[config.mk]
export PLATFORM = sky130hd
export DESIGN_NAME = eeprom_i2c_target
export DESIGN_NICKNAME = d
export VERILOG_FILES = /design/src/rtl/i2ct_pkg.sv /design/src/rtl/i2ct_busmon.sv /design/src/rtl/i2ct_sda_hold.sv /design/src/rtl/eeprom_i2c_target.sv
export SDC_FILE = /design/constraint.sdc
export NUM_CORES = 1
export LEC_CHECK = 0
export BUFFER_PORTS_ARGS = -buffer_cell sky130_fd_sc_hd__buf_2
export CAP_MARGIN = 0
export CORE_MARGIN = 10
export CORE_UTILIZATION = 37
export DETAILED_ROUTE_END_ITERATION = 8
export GPL_TIMING_DRIVEN = 0
export HOLD_SLACK_MARGIN = 0.05
export PLACE_DENSITY = 0.69
export SLEW_MARGIN = 40
export SYNTH_ARGS = -nofsm -noshare
export SYNTH_HDL_FRONTEND = slang
export SYNTH_HIERARCHICAL = 1
export SYNTH_SLANG_ARGS = --single-unit
[constraint.sdc]
create_clock -name clk -period 2.4 [get_ports clk]
set_clock_uncertainty 0.1 [all_clocks]
set_input_delay 0.6 -clock clk [delete_from_list [all_inputs] [get_ports clk]]
set_output_delay 0.6 -clock clk [all_outputs]
set_load 0.01 [all_outputs]
[src/rtl/i2ct_pkg.sv]
package i2ct_pkg;

    localparam int PTR_W    = 8;
    localparam int BYTE_W   = 8;
    localparam int CNT_W    = 4;
    localparam logic [CNT_W-1:0] ACK_SLOT = CNT_W'(BYTE_W);
    localparam logic [CNT_W-1:0] END_SLOT = CNT_W'(BYTE_W + 1);
    localparam logic [3:0] DEV_CODE = 4'b1010;

    typedef logic [PTR_W-1:0] ptr_t;

    typedef enum logic [2:0] {
        PH_IDLE,
        PH_CTRL,
        PH_WADDR,
        PH_WDATA,
        PH_RDATA,
        PH_IGNORE
    } phase_t;

    typedef struct packed {
        logic start;
        logic stop;
        logic rise;
        logic fall;
    } bus_ev_t;

    function automatic logic ctrl_hit(input logic [BYTE_W-1:0] b, input logic [2:0] strap);
        return (b[7:4] == DEV_CODE) && (b[3:1] == strap);
    endfunction

    // advance only the bits under the page mask, keep the rest
    function automatic ptr_t page_step(input ptr_t p, input ptr_t mask);
        return (p & ~mask) | ((p + ptr_t'(1)) & mask);
    endfunction

endpackage

[src/rtl/i2ct_busmon.sv]
module i2ct_busmon
    import i2ct_pkg::*;
(
    input  logic    clk,
    input  logic    rst,
    input  logic    scl_i,
    input  logic    sda_i,
    output bus_ev_t ev_o
);
    logic scl_q;
    logic sda_q;

    always_ff @(posedge clk) begin
        if (rst) begin
            scl_q <= 1'b1;
            sda_q <= 1'b1;
        end else begin
            scl_q <= scl_i;
            sda_q <= sda_i;
        end
    end

    always_comb begin
        ev_o.start = scl_i & scl_q & sda_q & ~sda_i;
        ev_o.stop  = scl_i & scl_q & ~sda_q & sda_i;
        ev_o.rise  = scl_i & ~scl_q;
        ev_o.fall  = ~scl_i & scl_q;
    end
endmodule

[src/rtl/i2ct_sda_hold.sv]
module i2ct_sda_hold #(
    parameter int HOLD = 3
) (
    input  logic clk,
    input  logic rst,
    input  logic req_i,
    output logic oe_o
);
    generate
        if (HOLD <= 1) begin : g_one
            always_ff @(posedge clk) begin
                if (rst) oe_o <= 1'b0;
                else     oe_o <= req_i;
            end
        end else begin : g_pipe
            logic [HOLD-1:0] pipe;
            always_ff @(posedge clk) begin
                if (rst) pipe <= '0;
                else     pipe <= {pipe[HOLD-2:0], req_i};
            end
            assign oe_o = pipe[HOLD-1];
        end
    endgenerate
endmodule

[src/rtl/eeprom_i2c_target.sv]
module eeprom_i2c_target
    import i2ct_pkg::*;
#(
    parameter int HOLD_CLKS = 3,
    parameter int PAGE_BITS = 4
) (
    input  logic             clk,
    input  logic             rst,
    input  logic             scl_i,
    input  logic             sda_i,
    input  logic [2:0]       strap_i,
    input  logic             busy_i,
    output logic             sda_oe_o,
    output logic             mem_rd_o,
    output logic             mem_wr_o,
    output logic [PTR_W-1:0] mem_addr_o,
    output logic [BYTE_W-1:0] mem_wdata_o,
    input  logic [BYTE_W-1:0] mem_rdata_i,
    output logic             wr_cycle_o
);
    localparam ptr_t PAGE_MASK = ptr_t'((1 << PAGE_BITS) - 1);

    bus_ev_t           ev;
    phase_t            phase;
    phase_t            next_ph;
    logic [CNT_W-1:0]  bitcnt;
    logic [BYTE_W-1:0] rx;
    logic [BYTE_W-1:0] tx;
    ptr_t              ptr;
    logic              wrote;
    logic              rd_pend;
    logic              drive_req;

    i2ct_busmon u_mon (
        .clk   (clk),
        .rst   (rst),
        .scl_i (scl_i),
        .sda_i (sda_i),
        .ev_o  (ev)
    );

    i2ct_sda_hold #(.HOLD(HOLD_CLKS)) u_hold (
        .clk   (clk),
        .rst   (rst),
        .req_i (drive_req),
        .oe_o  (sda_oe_o)
    );

    always_ff @(posedge clk) begin
        if (rst) begin
            phase       <= PH_IDLE;
            next_ph     <= PH_IDLE;
            bitcnt      <= '0;
            rx          <= '0;
            tx          <= '0;
            ptr         <= '0;
            wrote       <= 1'b0;
            rd_pend     <= 1'b0;
            drive_req   <= 1'b0;
            mem_rd_o    <= 1'b0;
            mem_wr_o    <= 1'b0;
            mem_addr_o  <= '0;
            mem_wdata_o <= '0;
            wr_cycle_o  <= 1'b0;
        end else begin
            mem_rd_o   <= 1'b0;
            mem_wr_o   <= 1'b0;
            wr_cycle_o <= 1'b0;
            rd_pend    <= mem_rd_o;
            if (rd_pend) tx <= mem_rdata_i;

            if (ev.start || ev.stop) begin
                // any condition closes the current transfer
                if (wrote) wr_cycle_o <= 1'b1;
                wrote     <= 1'b0;
                drive_req <= 1'b0;
                bitcnt    <= '0;
                rx        <= '0;
                phase     <= ev.start ? PH_CTRL : PH_IDLE;
            end else if (phase != PH_IDLE && phase != PH_IGNORE) begin
                if (ev.rise) begin
                    if (bitcnt < ACK_SLOT) begin
                        rx     <= {rx[BYTE_W-2:0], sda_i};
                        bitcnt <= bitcnt + 1'b1;
                    end else if (bitcnt == ACK_SLOT) begin
                        bitcnt <= END_SLOT;
                        if (phase == PH_RDATA) begin
                            if (!sda_i) begin
                                // master ACK: fetch the following byte
                                next_ph    <= PH_RDATA;
                                mem_rd_o   <= 1'b1;
                                mem_addr_o <= ptr;
                                ptr        <= ptr + 1'b1;
                            end else begin
                                next_ph <= PH_IGNORE;
                            end
                        end
                    end
                end else if (ev.fall) begin
                    if (bitcnt == END_SLOT) begin
                        bitcnt    <= '0;
                        phase     <= next_ph;
                        drive_req <= (next_ph == PH_RDATA) ? ~tx[BYTE_W-1] : 1'b0;
                    end else if (bitcnt == ACK_SLOT) begin
                        case (phase)
                            PH_CTRL: begin
                                if (ctrl_hit(rx, strap_i) && !busy_i) begin
                                    drive_req <= 1'b1;
                                    if (rx[0]) begin
                                        next_ph    <= PH_RDATA;
                                        mem_rd_o   <= 1'b1;
                                        mem_addr_o <= ptr;
                                        ptr        <= ptr + 1'b1;
                                    end else begin
                                        next_ph <= PH_WADDR;
                                    end
                                end else begin
                                    drive_req <= 1'b0;
                                    next_ph   <= PH_IGNORE;
                                end
                            end
                            PH_WADDR: begin
                                drive_req <= 1'b1;
                                ptr       <= rx[PTR_W-1:0];
                                next_ph   <= PH_WDATA;
                            end
                            PH_WDATA: begin
                                drive_req   <= 1'b1;
                                mem_wr_o    <= 1'b1;
                                mem_addr_o  <= ptr;
                                mem_wdata_o <= rx;
                                ptr         <= page_step(ptr, PAGE_MASK);
                                wrote       <= 1'b1;
                                next_ph     <= PH_WDATA;
                            end
                            default: begin
                                drive_req <= 1'b0;
                            end
                        endcase
                    end else if (phase == PH_RDATA && bitcnt != '0) begin
                        drive_req <= ~tx[3'(4'd7 - bitcnt)];
                    end
                end
            end
        end
    end
endmodule

After elaboration in Yosys (flattened, before gate mapping):

Cells that the tools add are included.

* bits in registers: 61
* output and inout port bits: 20
* input port bits: 16
* logic and storage cells: 156

* $lt $le $gt $ge: 2
* eq/ne operators: 18
* bitwise operators: 20
* reduce and logical (&&, ||, !) cells: 31
* multiplexer cells: 65
* add/sub/neg operators: 3

Operator list (count)
* 8-bit 2-to-1 mux: 20
* 3-bit 2-to-1 mux: 14
* 8-bit case mux with 3 select lines: 1
* 11-bit AND reduction: 2
* 1-bit 2-to-1 mux: 21
* 4-bit 2-to-1 mux: 5
* 8-bit case mux with 2 select lines: 1
* 4-bit == test (second input constant): 3
* 1-bit NOT: 12
* 4-bit AND reduction: 3
* 3-bit nonzero test: 4
* 2-bit nonzero test: 5
* 3-bit inequality test (second input constant): 3
* 8-bit by 1-bit adder with 8-bit output (second input constant): 1
* 8-bit by 4-bit bitwise OR with 8-bit output: 1
* 8-bit AND reduction: 1
* 4-bit nonzero test: 2
* 1-bit bitwise AND: 7
* 7-bit AND reduction: 1
* 7-bit OR reduction: 1
* 3-bit by 2-bit == test with 1-bit output (second input constant): 2
* 3-bit == test (second input constant): 2
* 2-bit inequality test (second input constant): 3
* 3-bit case mux with 2 select lines: 1
* 17 further kinds: 23

Depth between registers and ports, before layout:

Gate-level depths: netlist (run 1).

* depth in word-level cells: 9
* mapped depth: 9
* gate-level depth less buffers: 7

Modules after synthesis:

The synthesis (run 1) kept the hierarchy.

Modules (own cells, without submodules)
* eeprom_i2c_target: cells an instance 313, seq. area each 1121.1 um^2, instances 1, area each 2756.4 um^2
* i2ct_busmon: cells an instance 8, seq. area each 40.0 um^2, instances 1, area each 85.1 um^2
* i2ct_sda_hold: cells an instance 6, seq. area each 60.1 um^2, instances 1, area each 78.8 um^2

Worst setup path before layout (run 1):

Ideal clock, no wire load.

* path kind: register to register
* start point: reg bitcnt[1]
* end point: reg ptr[3]
* stages on the path, launching flop included: 10
* path buffers: 2
* data required time: 2.169 ns
* data arrival time: 2.126 ns
* setup slack: 0.043 ns
* library setup time: 0.131 ns
* clock period less this slack: 2.357 ns
* path through: dfxtp_1 -> buf_2 -> inv_1 -> ha_1 -> or3_1 -> o21a_1 -> or3_1 -> buf_2 -> o311ai_1 -> o41ai_1

* word-level cells in the longest chain between the ends: 3
* elaborated cells on any way between the ends: 6
* those cells by class: order compare (1); eq/ne (4); reduce/logical (1)

Ends and longest elaborated chain
* from (decl): line eeprom_i2c_target.sv:26 `logic [CNT_W-1:0] bitcnt;`
* from (signal assigned): line eeprom_i2c_target.sv:84 `bitcnt <= bitcnt + 1'b1;`
* 4-bit less-than comparator or 4-bit == test (tied branches): line eeprom_i2c_target.sv:82, eeprom_i2c_target.sv:100
* 2-bit inequality test (no source line)
* 11-bit AND reduction (no source line) *
* to (signal assigned): line eeprom_i2c_target.sv:93 `ptr <= ptr + 1'b1;`
* to (signal assigned): line eeprom_i2c_target.sv:113 `ptr <= ptr + 1'b1;`
* to (signal assigned): line eeprom_i2c_target.sv:124 `ptr <= rx[PTR_W-1:0];`
* to (decl): line eeprom_i2c_target.sv:29 `ptr_t ptr;`

Mark *: on every way between the ends. The rest lies on a longest branch, timed or not.
A chain may end at the register's enable or synchronous reset.

==> results of run 1 <==
==> repair_timing <==
action,CTS,global route
resized for setup,11,12
endpoints found under the hold margin,0,0
pin swaps,0,1
buffers inserted,0,1
endpoints found under the setup margin,19,19
==> cell usage in the layout, fill, tap and decap left out, types with 3 or more instances in the layout <==
cell type	count
sky130_fd_sc_hd__buf_2	39
sky130_fd_sc_hd__and3_1	3
sky130_fd_sc_hd__nand2b_1	3
sky130_fd_sc_hd__inv_1	8
sky130_fd_sc_hd__clkbuf_1	10
sky130_fd_sc_hd__nor3b_1	5
sky130_fd_sc_hd__clkbuf_8	10
sky130_fd_sc_hd__a211oi_1	3
sky130_fd_sc_hd__a31oi_1	5
sky130_fd_sc_hd__nor2_1	43
sky130_fd_sc_hd__xor2_1	3
sky130_fd_sc_hd__mux2i_1	27
sky130_fd_sc_hd__nor2b_1	8
sky130_fd_sc_hd__nand4bb_1	3
sky130_fd_sc_hd__o22ai_1	4
sky130_fd_sc_hd__nand3_1	14
sky130_fd_sc_hd__o21a_1	3
sky130_fd_sc_hd__buf_6	3
sky130_fd_sc_hd__dfxtp_1	60
sky130_fd_sc_hd__nor3_1	4
sky130_fd_sc_hd__o21ai_0	19
sky130_fd_sc_hd__or3_1	7
sky130_fd_sc_hd__a311oi_1	3
sky130_fd_sc_hd__ha_1	3
sky130_fd_sc_hd__a21oi_1	21
sky130_fd_sc_hd__nand2_1	9
==> worst max-delay path by stage <==
stage / start / to / slack (ns) / depth (start not counted)
after detailed placement: scl_i / ptr[1]$_SDFFE_PP0P_ / -0.43 / 8
after CTS: bitcnt[1]$_SDFFE_PP0P_ / ptr[2]$_SDFFE_PP0P_ / 0.007 / 9
final: scl_i / ptr[2]$_SDFFE_PP0P_ / 0.008 / 8
after global placement: scl_i / ptr[1]$_SDFFE_PP0P_ / -0.46 / 8
after global routing: scl_i / ptr[2]$_SDFFE_PP0P_ / -0.08 / 8
after floorplan: bitcnt[1]$_SDFFE_PP0P_ / ptr[3]$_SDFFE_PP0P_ / 0.04 / 9
==> flip-flops by register name (all words and copies together) (netlist names) <==
register	flops
u_hold/g_pipe.pipe	3
rd_pend	1
rx	8
mem_wdata_o	8
wr_cycle_o	1
mem_rd_o	1
u_mon/scl_q	1
u_mon/sda_q	1
ptr	8
phase	3
mem_addr_o	8
mem_wr_o	1
drive_req	1
tx	8
next_ph	3
bitcnt	4
wrote	1
==> layout make-up <==
class | count | area, sq um
plain buffers | 18 | 100
clock buffers | 12 | 145
clock inverters | 4 | 47.5
fillers | 783 | 4150
inverters | 9 | 33.8
multi-input cells | 239 | 1680
flip-flops and latches | 61 | 1220
well taps | 102 | 128
repair buffers | 36 | 183
==> per-stage QoR <==
stage          hold WS, ns  std cells
2_1_floorplan        0.314        327
3_3_place_gp         0.318        464
3_5_place_dp         0.322        464
4_1_cts              0.331        480
5_1_grt              0.349        481
6_report             0.328        481
==> power groups by stage <==
stage	Sequential [mW]	Combinational [mW]	Clock, mW
2_1_floorplan	1.04	0.0557	0
3_3_place_gp	1.04	0.0894	0
3_5_place_dp	1.04	0.0907	0
4_1_cts	1.02	0.0930	0.925
5_1_grt	1.02	0.107	0.961
6_report	1.02	0.0977	0.908
==> logic make-up (layout without fill, tap and decap cells) <==
kind of cell               Yosys count  count (layout)  share of synthesized area, %
and+or+nand+nor                    119             119                          22.0
AOI/OAI and AO/OA                   82              82                          18.7
DFF                                 61              61                          41.8
muxes                               28              28                          9.64
buffers and inverters               27              79                          4.11
xor gates and xnor gates             6               6                          2.06
adders and majority gates            4               4                          1.71
==> critical path: stages <==
cell	delay [ns]
sky130_fd_sc_hd__buf_2	0.12
sky130_fd_sc_hd__nor2b_2	0.31
sky130_fd_sc_hd__nand4bb_1	0.30
sky130_fd_sc_hd__o21a_1	0.24
sky130_fd_sc_hd__or3_1	0.37
sky130_fd_sc_hd__buf_6	0.15
sky130_fd_sc_hd__o311ai_4	0.29
sky130_fd_sc_hd__o41ai_2	0.11
==> Yosys cell counts, drive strengths merged (2+ instances only) <==
| library cell | count |
|---|---|
| dfxtp | 61 |
| nor2 | 44 |
| mux2i | 27 |
| a21oi | 22 |
| o21ai | 19 |
| nand3 | 14 |
| buf | 9 |
| clkbuf | 9 |
| inv | 9 |
| nand2 | 9 |
| nor2b | 9 |
| or3 | 7 |
| nor3b | 6 |
| a31oi | 5 |
| nor3 | 5 |
| a211oi | 4 |
| ha | 4 |
| o22ai | 4 |
| xor2 | 4 |
| a311oi | 3 |
| and3 | 3 |
| nand2b | 3 |
| nand4bb | 3 |
| nor4b | 3 |
| o21a | 3 |
| a211o | 2 |
| a32o | 2 |
| and4b | 2 |
| nor4 | 2 |
| o211a | 2 |
| o311ai | 2 |
| o41ai | 2 |
| or2 | 2 |
| or3b | 2 |
| xnor2 | 2 |
==> metal layers <==
| layer | share of wire, % | vias up | global-route usage (%) |
|---|---|---|---|
| li1 | - | 1291 | - |
| met1 | 48 | 1259 | 17.2 |
| met2 | 44 | 79 | 20.0 |
| met3 | 5.3 | 13 | 3.30 |
| met4 | 1.9 | 0 | 6.40 |
| met5 | 0 | - | 0 |
==> results.py, run 1 <==
metrics = {
    "run_status": {
        "outcome": "finished clean",
    },
    "hold_path": {
        "min_delay_path_depth": 1,
        "hold-path-endpoint": "u_hold/g_pipe.pipe[2]$_SDFF_PP0_",
        "hp_class": "flip-flop to flip-flop",
        "holdCritStartpoint": "u_hold/g_pipe.pipe[1]$_SDFF_PP0_",
    },
    "synthesis": {
        "synthTopCellsByArea": "sky130_fd_sc_hd__dfxtp_1 (42%), sky130_fd_sc_hd__mux2i_1 (9.3%), sky130_fd_sc_hd__nor2_1 (5.7%), sky130_fd_sc_hd__a21oi_1 (3.8%), sky130_fd_sc_hd__o21ai_0 (3.3%)",
        "number_of_flops_mapped_to_enable_cells_by_yosys": 0,
        "synth_sequential_area_ratio_pct": 41.8,
        "synth.cell_area_sq_um": 2920,
        "yosysWarnings": 6,
        "synthDominantCellAreaShare_pct": 41.8,
        "post_synth_num_cell_types": 59,
        "postSynth.asyncResetShare_pct": 0,
        "synthDominantAreaCellType": "sky130_fd_sc_hd__dfxtp_1",
        "netlist_instances": 327,
        "postSynth.topFlopCell": "sky130_fd_sc_hd__dfxtp_1",
        "synth_nets": 347,
        "ys_seq_elements": 61,
        "synthesis.area_per_instance_sq_um": 8.93,
    },
    "detailed_routing": {
        "routed-via-count": 2642,
        "routed_wirelength_mm": 7.68,
        "final_antenna_net_count": 0,
        "drt_first_pass_iters": 4,
        "drc": 0,
        "drt-initial-drc-count": 194,
        "drt-wirelength-per-cell_um": 16.0,
        "viasPerCell": 5.49,
    },
    "critical_path": {
        "r2r-start": "bitcnt[1]$_SDFFE_PP0P_",
        "data_arrival_at_the_endpoint_of_the_critical_path_ns": 2.50,
        "cp-start-kind": "primary input",
        "crit_path_end_kind": "flip-flop",
        "number_of_cell_instances_on_the_worst_register_to_register_path": 9,
        "worstPathMaxFanout": 7,
        "worst_r2r_endpoint": "ptr[2]$_SDFFE_PP0P_",
        "timing.reg2reg.setup_slack_ns": 0.008,
        "cp.required_ns": 2.51,
        "timing.setup.critical_path_class": "primary input to flip-flop",
    },
    "clocking": {
        "cts_tree": "yes",
        "htreeDepth": 3,
        "post_cts_hold_buffer_count": 0,
        "worst_setup_hold_path_clk_slew_ns": 0.07,
        "cts.path.max_buffers": 2,
        "numCtsBuffers": 9,
        "insertion_delay_ns": 0.34,
        "cts.sinks": 61,
        "cts-root-buf": "sky130_fd_sc_hd__clkbuf_8",
    },
    "sta": {
        "setup-tns-final_ns": 0,
        "worstMarginPinSlew_ns": 0.677,
        "post-route-period-util_pct": 99.7,
        "final_max_slew_viol_count": 0,
        "timing.fmax_mhz": 418,
        "setup_violations": 0,
        "final_hold_vio_count": 0,
        "timing.final.ws_setup_ns": 0.00778,
        "rsz0062_at_grt": "true",
        "headroom_to_the_max_slew_limit_pct": 54.9,
        "post-route-min-period_ns": 2.39,
    },
    "global_routing": {
        "via_count_of_the_first_global_routing_pass": 2563,
        "grt_pass1_wl_mm": 12.7,
        "track_usage_pct": 13.2,
        "globalRoute.totalOverflow": 0,
        "grt_max_degree": 11,
        "number_of_antenna_violations_at_the_first_check_in_global_routing": 0,
    },
    "power": {
        "power.ir.vdd_worst_uv": 342,
        "cellInternalPower_mw": 1.55,
        "sw_frac_of_total_pct": 23.4,
        "share_clk_of_total_power_pct": 44.9,
        "combPwrFrac_pct": 4.8,
        "powerDensity_nw_per_um2": 573,
        "switching_power_mw": 0.473,
        "sum_of_internal_switching_and_leakage_power_mw": 2.02,
        "power.leakage_nw": 1.48,
        "pwr-share-seq_pct": 50.3,
    },
    "finish": {
        "fin_nets": 394,
        "syn_to_final_growth_pct": 21.0,
        "diodes": 0,
        "drive_gt1_share_pct": 20.8,
        "final_util_pct": 46.0,
        "layout.cell_area.non_filler_sq_um": 3530,
    },
    "floorplan": {
        "floorplan.core_area_sq_um": 7690,
        "fp.dieW_um": 109,
        "die_area_sq_um": 11800,
        "die_h_um": 109,
        "initial_utilization_pct": 38.0,
        "boundaryPins": 36,
        "rows": 32,
    },
    "placement": {
        "buffer_ports.inserted": 35,
        "dp_hpwl_mm": 5.50,
        "place.gp.congestion": 0.901,
        "pre_cts_slack_ns": -0.431,
        "post_dp_cell_area_sq_um": 3220,
    },
    "job": {
        "maxCapViolCount": 0,
    },
}
(Power assumes the default switching activity.)
==> run 2: changes to the inputs <==
Settings changed: PLACE_DENSITY 0.69 to 0.67.
Clock period 2.4 ns to 3 ns, I/O delays scaled along.
==> run 2 against run 1 <==
Power shrank 26%. Sequential power decreased by 20%. Flip-flop and latch count unchanged. Largest cell class unchanged. Wire length is 4.9% lower. Combinational power is 24% lower. Critical endpoint is now ptr[1]$_SDFFE_PP0P_.
==> results.py, run 2 (synthesized netlist as in run 1, its figures left out) <==
metrics = {
    "run_status": {
        "outcome": "finished clean",
    },
    "detailed_routing": {
        "drt-wirelength-per-cell_um": 15.2,
        "drc": 0,
        "viasPerCell": 5.40,
        "final_antenna_net_count": 0,
        "routed-via-count": 2592,
        "drt-initial-drc-count": 254,
        "routed_wirelength_mm": 7.31,
        "drt_first_pass_iters": 5,
    },
    "finish": {
        "fin_nets": 393,
        "syn_to_final_growth_pct": 15.9,
        "mostFrequentLayoutCells": "sky130_fd_sc_hd__dfxtp_1 (61), sky130_fd_sc_hd__nor2_1 (44), sky130_fd_sc_hd__buf_2 (41), sky130_fd_sc_hd__mux2i_1 (27), sky130_fd_sc_hd__a21oi_1 (22)",
        "final_util_pct": 44.0,
        "filler_cell_count": 802,
        "drive_gt1_share_pct": 16.9,
        "diodes": 0,
        "layout.cell_area.non_filler_sq_um": 3380,
        "mostFrequentLayoutCell": "sky130_fd_sc_hd__dfxtp_1",
    },
    "job": {
        "maxCapViolCount": 0,
    },
    "clocking": {
        "post_cts_hold_buffer_count": 0,
        "cts.path.max_buffers": 2,
        "post_cts_resized": 0,
        "cts_tree": "yes",
        "numCtsBuffers": 9,
        "worst_setup_hold_path_clk_slew_ns": 0.06,
        "insertion_delay_ns": 0.34,
        "cts.sinks": 61,
        "htreeDepth": 3,
        "cts-root-buf": "sky130_fd_sc_hd__clkbuf_8",
        "cts_post_setup_buffers_inserted": 0,
    },
    "critical_path": {
        "worst_r2r_endpoint": "ptr[1]$_SDFFE_PP0P_",
        "r2r-start": "bitcnt[1]$_SDFFE_PP0P_",
        "cp.required_ns": 3.10,
        "crit_path_frequent_cell": "sky130_fd_sc_hd__buf_2",
        "timing.critical_path.slowest_cell_delay_ns": 0.45,
        "worstPathMaxFanout": 7,
        "cp-start-kind": "primary input",
        "data_arrival_at_the_endpoint_of_the_critical_path_ns": 2.84,
        "crit_path_end_kind": "flip-flop",
        "worst_setup_path_endpoint": "ptr[1]$_SDFFE_PP0P_",
        "timing.setup.critical_path_class": "primary input to flip-flop",
        "timing.critical_path.from": "scl_i",
        "number_of_cell_instances_on_the_worst_register_to_register_path": 9,
        "worstPathCellList": "buf_2 > nor2b_1 > nand4bb_1 > o21a_1 > or3_1 > buf_2 > nor2_1 > a311oi_1",
        "timing.reg2reg.setup_slack_ns": 0.27,
        "crit_slowest_cell": "sky130_fd_sc_hd__nor2b_1",
    },
    "power": {
        "powerDensity_nw_per_um2": 442,
        "switching_power_mw": 0.361,
        "power.leakage_nw": 1.41,
        "combPwrFrac_pct": 5.0,
        "share_clk_of_total_power_pct": 40.5,
        "sw_frac_of_total_pct": 24.2,
        "pwr-share-seq_pct": 54.5,
        "sum_of_internal_switching_and_leakage_power_mw": 1.49,
        "power.ir.vdd_worst_uv": 346,
        "cellInternalPower_mw": 1.13,
    },
    "floorplan": {
        "floorplan.core_area_sq_um": 7690,
        "die_area_sq_um": 11800,
        "die_h_um": 109,
        "boundaryPins": 36,
        "initial_utilization_pct": 38.0,
        "rows": 32,
        "fp.dieW_um": 109,
    },
    "sta": {
        "final_max_slew_viol_count": 0,
        "post-route-period-util_pct": 91.1,
        "setup_violations": 0,
        "final_hold_vio_count": 0,
        "headroom_to_the_max_slew_limit_pct": 57.3,
        "setup-tns-final_ns": 0,
        "worstMarginPinSlew_ns": 0.641,
        "timing.fmax_mhz": 366,
        "rsz0062_at_grt": "false",
        "post-route-min-period_ns": 2.73,
    },
    "placement": {
        "place.gp.congestion": 0.910,
        "dp_hpwl_mm": 5.36,
        "buffer_ports.inserted": 35,
        "post_dp_cell_area_sq_um": 3220,
    },
    "global_routing": {
        "globalRoute.totalOverflow": 0,
        "track_usage_pct": 12.8,
        "number_of_antenna_violations_at_the_first_check_in_global_routing": 0,
        "grt_pass1_wl_mm": 12.3,
        "via_count_of_the_first_global_routing_pass": 2521,
        "grt_max_degree": 11,
    },
    "hold_path": {
        "hp_class": "flip-flop to flip-flop",
    },
}
[run 2: cell types whose count changed in the layout (fill, tap and decap cells not counted), moves of 2 or more]
cell,change
sky130_fd_sc_hd__o41ai_1,+2
sky130_fd_sc_hd__clkbuf_1,+2
sky130_fd_sc_hd__o311ai_4,-2
sky130_fd_sc_hd__buf_2,+2
sky130_fd_sc_hd__buf_6,-2
sky130_fd_sc_hd__o311ai_1,+2
sky130_fd_sc_hd__o41ai_2,-2
[run 2: how the worst min path moves through the flow]
stage | from | to | slack (ns) | cells after the start
finish | u_hold/g_pipe.pipe[0]$_SDFF_PP0_ | u_hold/g_pipe.pipe[1]$_SDFF_PP0_ | 0.34 | 1
detailed placement | u_hold/g_pipe.pipe[1]$_SDFF_PP0_ | u_hold/g_pipe.pipe[2]$_SDFF_PP0_ | 0.33 | 1
CTS | u_hold/g_pipe.pipe[1]$_SDFF_PP0_ | u_hold/g_pipe.pipe[2]$_SDFF_PP0_ | 0.35 | 1
global placement | u_hold/g_pipe.pipe[0]$_SDFF_PP0_ | u_hold/g_pipe.pipe[1]$_SDFF_PP0_ | 0.32 | 1
global route | u_hold/g_pipe.pipe[0]$_SDFF_PP0_ | u_hold/g_pipe.pipe[1]$_SDFF_PP0_ | 0.36 | 1
floorplan | u_hold/g_pipe.pipe[0]$_SDFF_PP0_ | u_hold/g_pipe.pipe[1]$_SDFF_PP0_ | 0.31 | 1
[run 2: critical path: cells and delay by family]
kind	cells	cell delay, ns
simple gates	4	1.44
compound gates	2	0.36
buf+inv	2	0.28
[run 2: metal layers]
layer  up-vias  global-route usage (%)  part of all wire (%)  wire length [um]
li1       1289                       -                     -                 -
met1      1196                    17.6                    50              3650
met2        93                    17.8                    41              3010
met3        14                    4.19                   7.1               520
met4         0                    5.37                   1.6               119
met5         -                       0                     0                 0
[run 2: cell type report]
| type | count | area [sq um] | area share, % |
|---|---|---|---|
| buffer | 18 | 86.3 | 2.55 |
| multi-input combinational | 239 | 1580 | 46.7 |
| tap | 102 | 128 | 3.77 |
| sequential | 61 | 1220 | 36.1 |
| timing repair buffer | 35 | 175 | 5.18 |
| inverter | 9 | 33.8 | 0.999 |
| clock inverter | 4 | 25.0 | 0.740 |
| clock buffer | 12 | 135 | 3.99 |
[run 2: through the flow]
stage	instances	worst slack [ns]	hold WS [ns]
2_1_floorplan	327	0.509	0.314
3_3_place_gp	464	-0.00259	0.315
3_5_place_dp	464	-0.00602	0.331
4_1_cts	480	0.289	0.346
5_1_grt	480	0.0996	0.363
6_report	480	0.267	0.340
[run 2: power groups by stage]
stage	Combinational, mW	Clock, mW	Sequential (mW)
2_1_floorplan	0.0445	0	0.832
3_3_place_gp	0.0722	0	0.832
3_5_place_dp	0.0730	0	0.832
4_1_cts	0.0731	0.620	0.814
5_1_grt	0.0813	0.662	0.814
6_report	0.0742	0.606	0.815
==> run 3: changes to the inputs <==
Settings changed: PLACE_DENSITY 0.67 to not set.
==> run 3 against run 2 <==
Critical endpoint is now ptr[0]$_SDFFE_PP0P_. Utilization rose by 0.26 points. Fmax fell by 2.5%. Largest power group unchanged. Combinational power decreased by 1%. Critical path type is now flip-flop to flip-flop. Cell count shrank 0.21%. Clock power increased by 14%. Critical path depth grew 1. Count of clock-buffer cells in the layout is 2 lower. Sequential share of layout area down 0.21 points. Highest routed layer unchanged. Flip-flop and latch count unchanged.
==> results.py, run 3 (synthesized netlist as in run 1, its figures left out) <==
metrics = {
    "placement": {
        "placed_cells_incl_taps": 464,
        "place.gp.congestion": 0.841,
        "buffer_ports.inserted": 35,
        "dp_hpwl_mm": 5.39,
    },
    "critical_path": {
        "crit_slowest_cell": "sky130_fd_sc_hd__nor2_1",
        "crit_path_end_kind": "flip-flop",
        "data_arrival_at_the_endpoint_of_the_critical_path_ns": 2.90,
        "number_of_cell_instances_on_the_worst_register_to_register_path": 9,
        "cp-start-kind": "flip-flop",
        "cp_num_cells": 9,
        "worstPathMaxFanout": 10,
        "path_delay_family": "simple AND/OR/NAND/NOR gates",
        "timing.critical_path.slowest_cell_delay_ns": 0.40,
        "worstPathCellList": "buf_2 > inv_1 > ha_1 > or3_1 > o21a_1 > or3_1 > buf_2 > nor2_1 > a311oi_1",
        "timing.setup.critical_path_class": "flip-flop to flip-flop",
        "cp.required_ns": 3.10,
        "critical_path_buf_inv_count": 3,
    },
    "clocking": {
        "htreeDepth": 3,
        "worst_setup_hold_path_clk_slew_ns": 0.07,
        "cts.path.max_buffers": 2,
        "numCtsBuffers": 9,
        "cts_post_setup_buffers_inserted": 0,
        "cts_tree": "yes",
        "post_cts_hold_buffer_count": 0,
        "cts.sinks": 61,
        "insertion_delay_ns": 0.34,
        "post_cts_resized": 0,
        "cts-root-buf": "sky130_fd_sc_hd__clkbuf_8",
    },
    "sta": {
        "worstMarginPinSlew_ns": 0.691,
        "final_max_slew_viol_count": 0,
        "post-route-min-period_ns": 2.80,
        "final_hold_vio_count": 0,
        "timing.fmax_mhz": 357,
        "headroom_to_the_max_slew_limit_pct": 53.9,
        "post-route-period-util_pct": 93.5,
        "setup_violations": 0,
        "rsz0062_at_grt": "false",
        "worst_hold_slack_ns": 0.340,
    },
    "floorplan": {
        "boundaryPins": 36,
        "die_h_um": 109,
        "floorplan.core_area_sq_um": 7690,
        "initial_utilization_pct": 38.0,
        "die_area_sq_um": 11800,
        "rows": 32,
        "fp.dieW_um": 109,
    },
    "detailed_routing": {
        "viasPerCell": 5.21,
        "drt-wirelength-per-cell_um": 15.4,
        "drt_first_pass_iters": 4,
        "drc": 0,
        "drt-initial-drc-count": 166,
        "final_antenna_net_count": 0,
        "routed-via-count": 2497,
        "routed_wirelength_mm": 7.36,
    },
    "run_status": {
        "outcome": "finished clean",
    },
    "global_routing": {
        "via_count_of_the_first_global_routing_pass": 2442,
        "grt_pass1_wl_mm": 12.4,
        "track_usage_pct": 13.1,
        "grt_max_degree": 11,
        "globalRoute.totalOverflow": 0,
        "number_of_antenna_violations_at_the_first_check_in_global_routing": 0,
    },
    "finish": {
        "post_layout_nonfiller_instances": 479,
        "fin_nets": 393,
        "mostFrequentLayoutCell": "sky130_fd_sc_hd__dfxtp_1",
        "syn_to_final_growth_pct": 16.5,
        "filler_cell_count": 781,
        "mostFrequentLayoutCells": "sky130_fd_sc_hd__dfxtp_1 (61), sky130_fd_sc_hd__nor2_1 (44), sky130_fd_sc_hd__buf_2 (41), sky130_fd_sc_hd__mux2i_1 (27), sky130_fd_sc_hd__a21oi_1 (22)",
        "final_util_pct": 44.3,
        "drive_gt1_share_pct": 17.2,
        "diodes": 0,
    },
    "job": {
        "maxCapViolCount": 0,
    },
    "hold_path": {
        "min_delay_path_depth": 1,
        "hp_class": "flip-flop to flip-flop",
    },
    "power": {
        "power.leakage_nw": 1.43,
        "powerDensity_nw_per_um2": 463,
        "power.ir.vdd_worst_uv": 237,
    },
}
[run 3: final timing paths]
path                                    start                          endpoint  slack (ns)
max                    bitcnt[1]$_SDFFE_PP0P_               ptr[0]$_SDFFE_PP0P_        0.20
min          u_hold/g_pipe.pipe[1]$_SDFF_PP0_  u_hold/g_pipe.pipe[2]$_SDFF_PP0_        0.34
max reg2reg            bitcnt[1]$_SDFFE_PP0P_               ptr[0]$_SDFFE_PP0P_        0.20
min reg2reg  u_hold/g_pipe.pipe[1]$_SDFF_PP0_  u_hold/g_pipe.pipe[2]$_SDFF_PP0_        0.34
[run 3: layout make-up]
| cell class | count | area, sq um | share of cell area, % |
|---|---|---|---|
| flip-flops and latches | 61 | 1220 | 35.9 |
| repair buffers | 35 | 175 | 5.15 |
| plain buffers | 18 | 86.3 | 2.54 |
| well taps | 102 | 128 | 3.75 |
| multi-input cells | 239 | 1580 | 46.4 |
| clock buffers | 10 | 128 | 3.75 |
| inverters | 9 | 33.8 | 0.993 |
| clock inverters | 5 | 52.6 | 1.54 |
[run 3: routing by layer]
metal  vias to the layer above  global-route usage, %  share of wire [%]
met3                        10                   4.48                6.1
met2                        62                   18.4                 41
li1                       1285                      -                  -
met4                         0                   4.90                1.6
met1                      1140                   18.0                 51
met5                         -                      0                  0
[run 3: where the power goes]
group	switching, mW	internal [mW]	total (mW)
Sequential	0.00231	0.812	0.814
Clock	0.314	0.374	0.688
Combinational	0.0487	0.0244	0.0731
[run 3: metrics by stage]
| step | TNS [ns] | total power [mW] | cell area (sq um) | worst slack [ns] |
|---|---|---|---|---|
| 2_1_floorplan | 0 | 0.876 | 2920 | 0.509 |
| 3_3_place_gp | -0.0990 | 0.905 | 3220 | -0.0416 |
| 3_5_place_dp | -0.171 | 0.905 | 3220 | -0.0485 |
| 4_1_cts | 0 | 1.59 | 3400 | 0.248 |
| 5_1_grt | 0 | 1.64 | 3400 | 0.0393 |
| 6_report | 0 | 1.58 | 3400 | 0.196 |
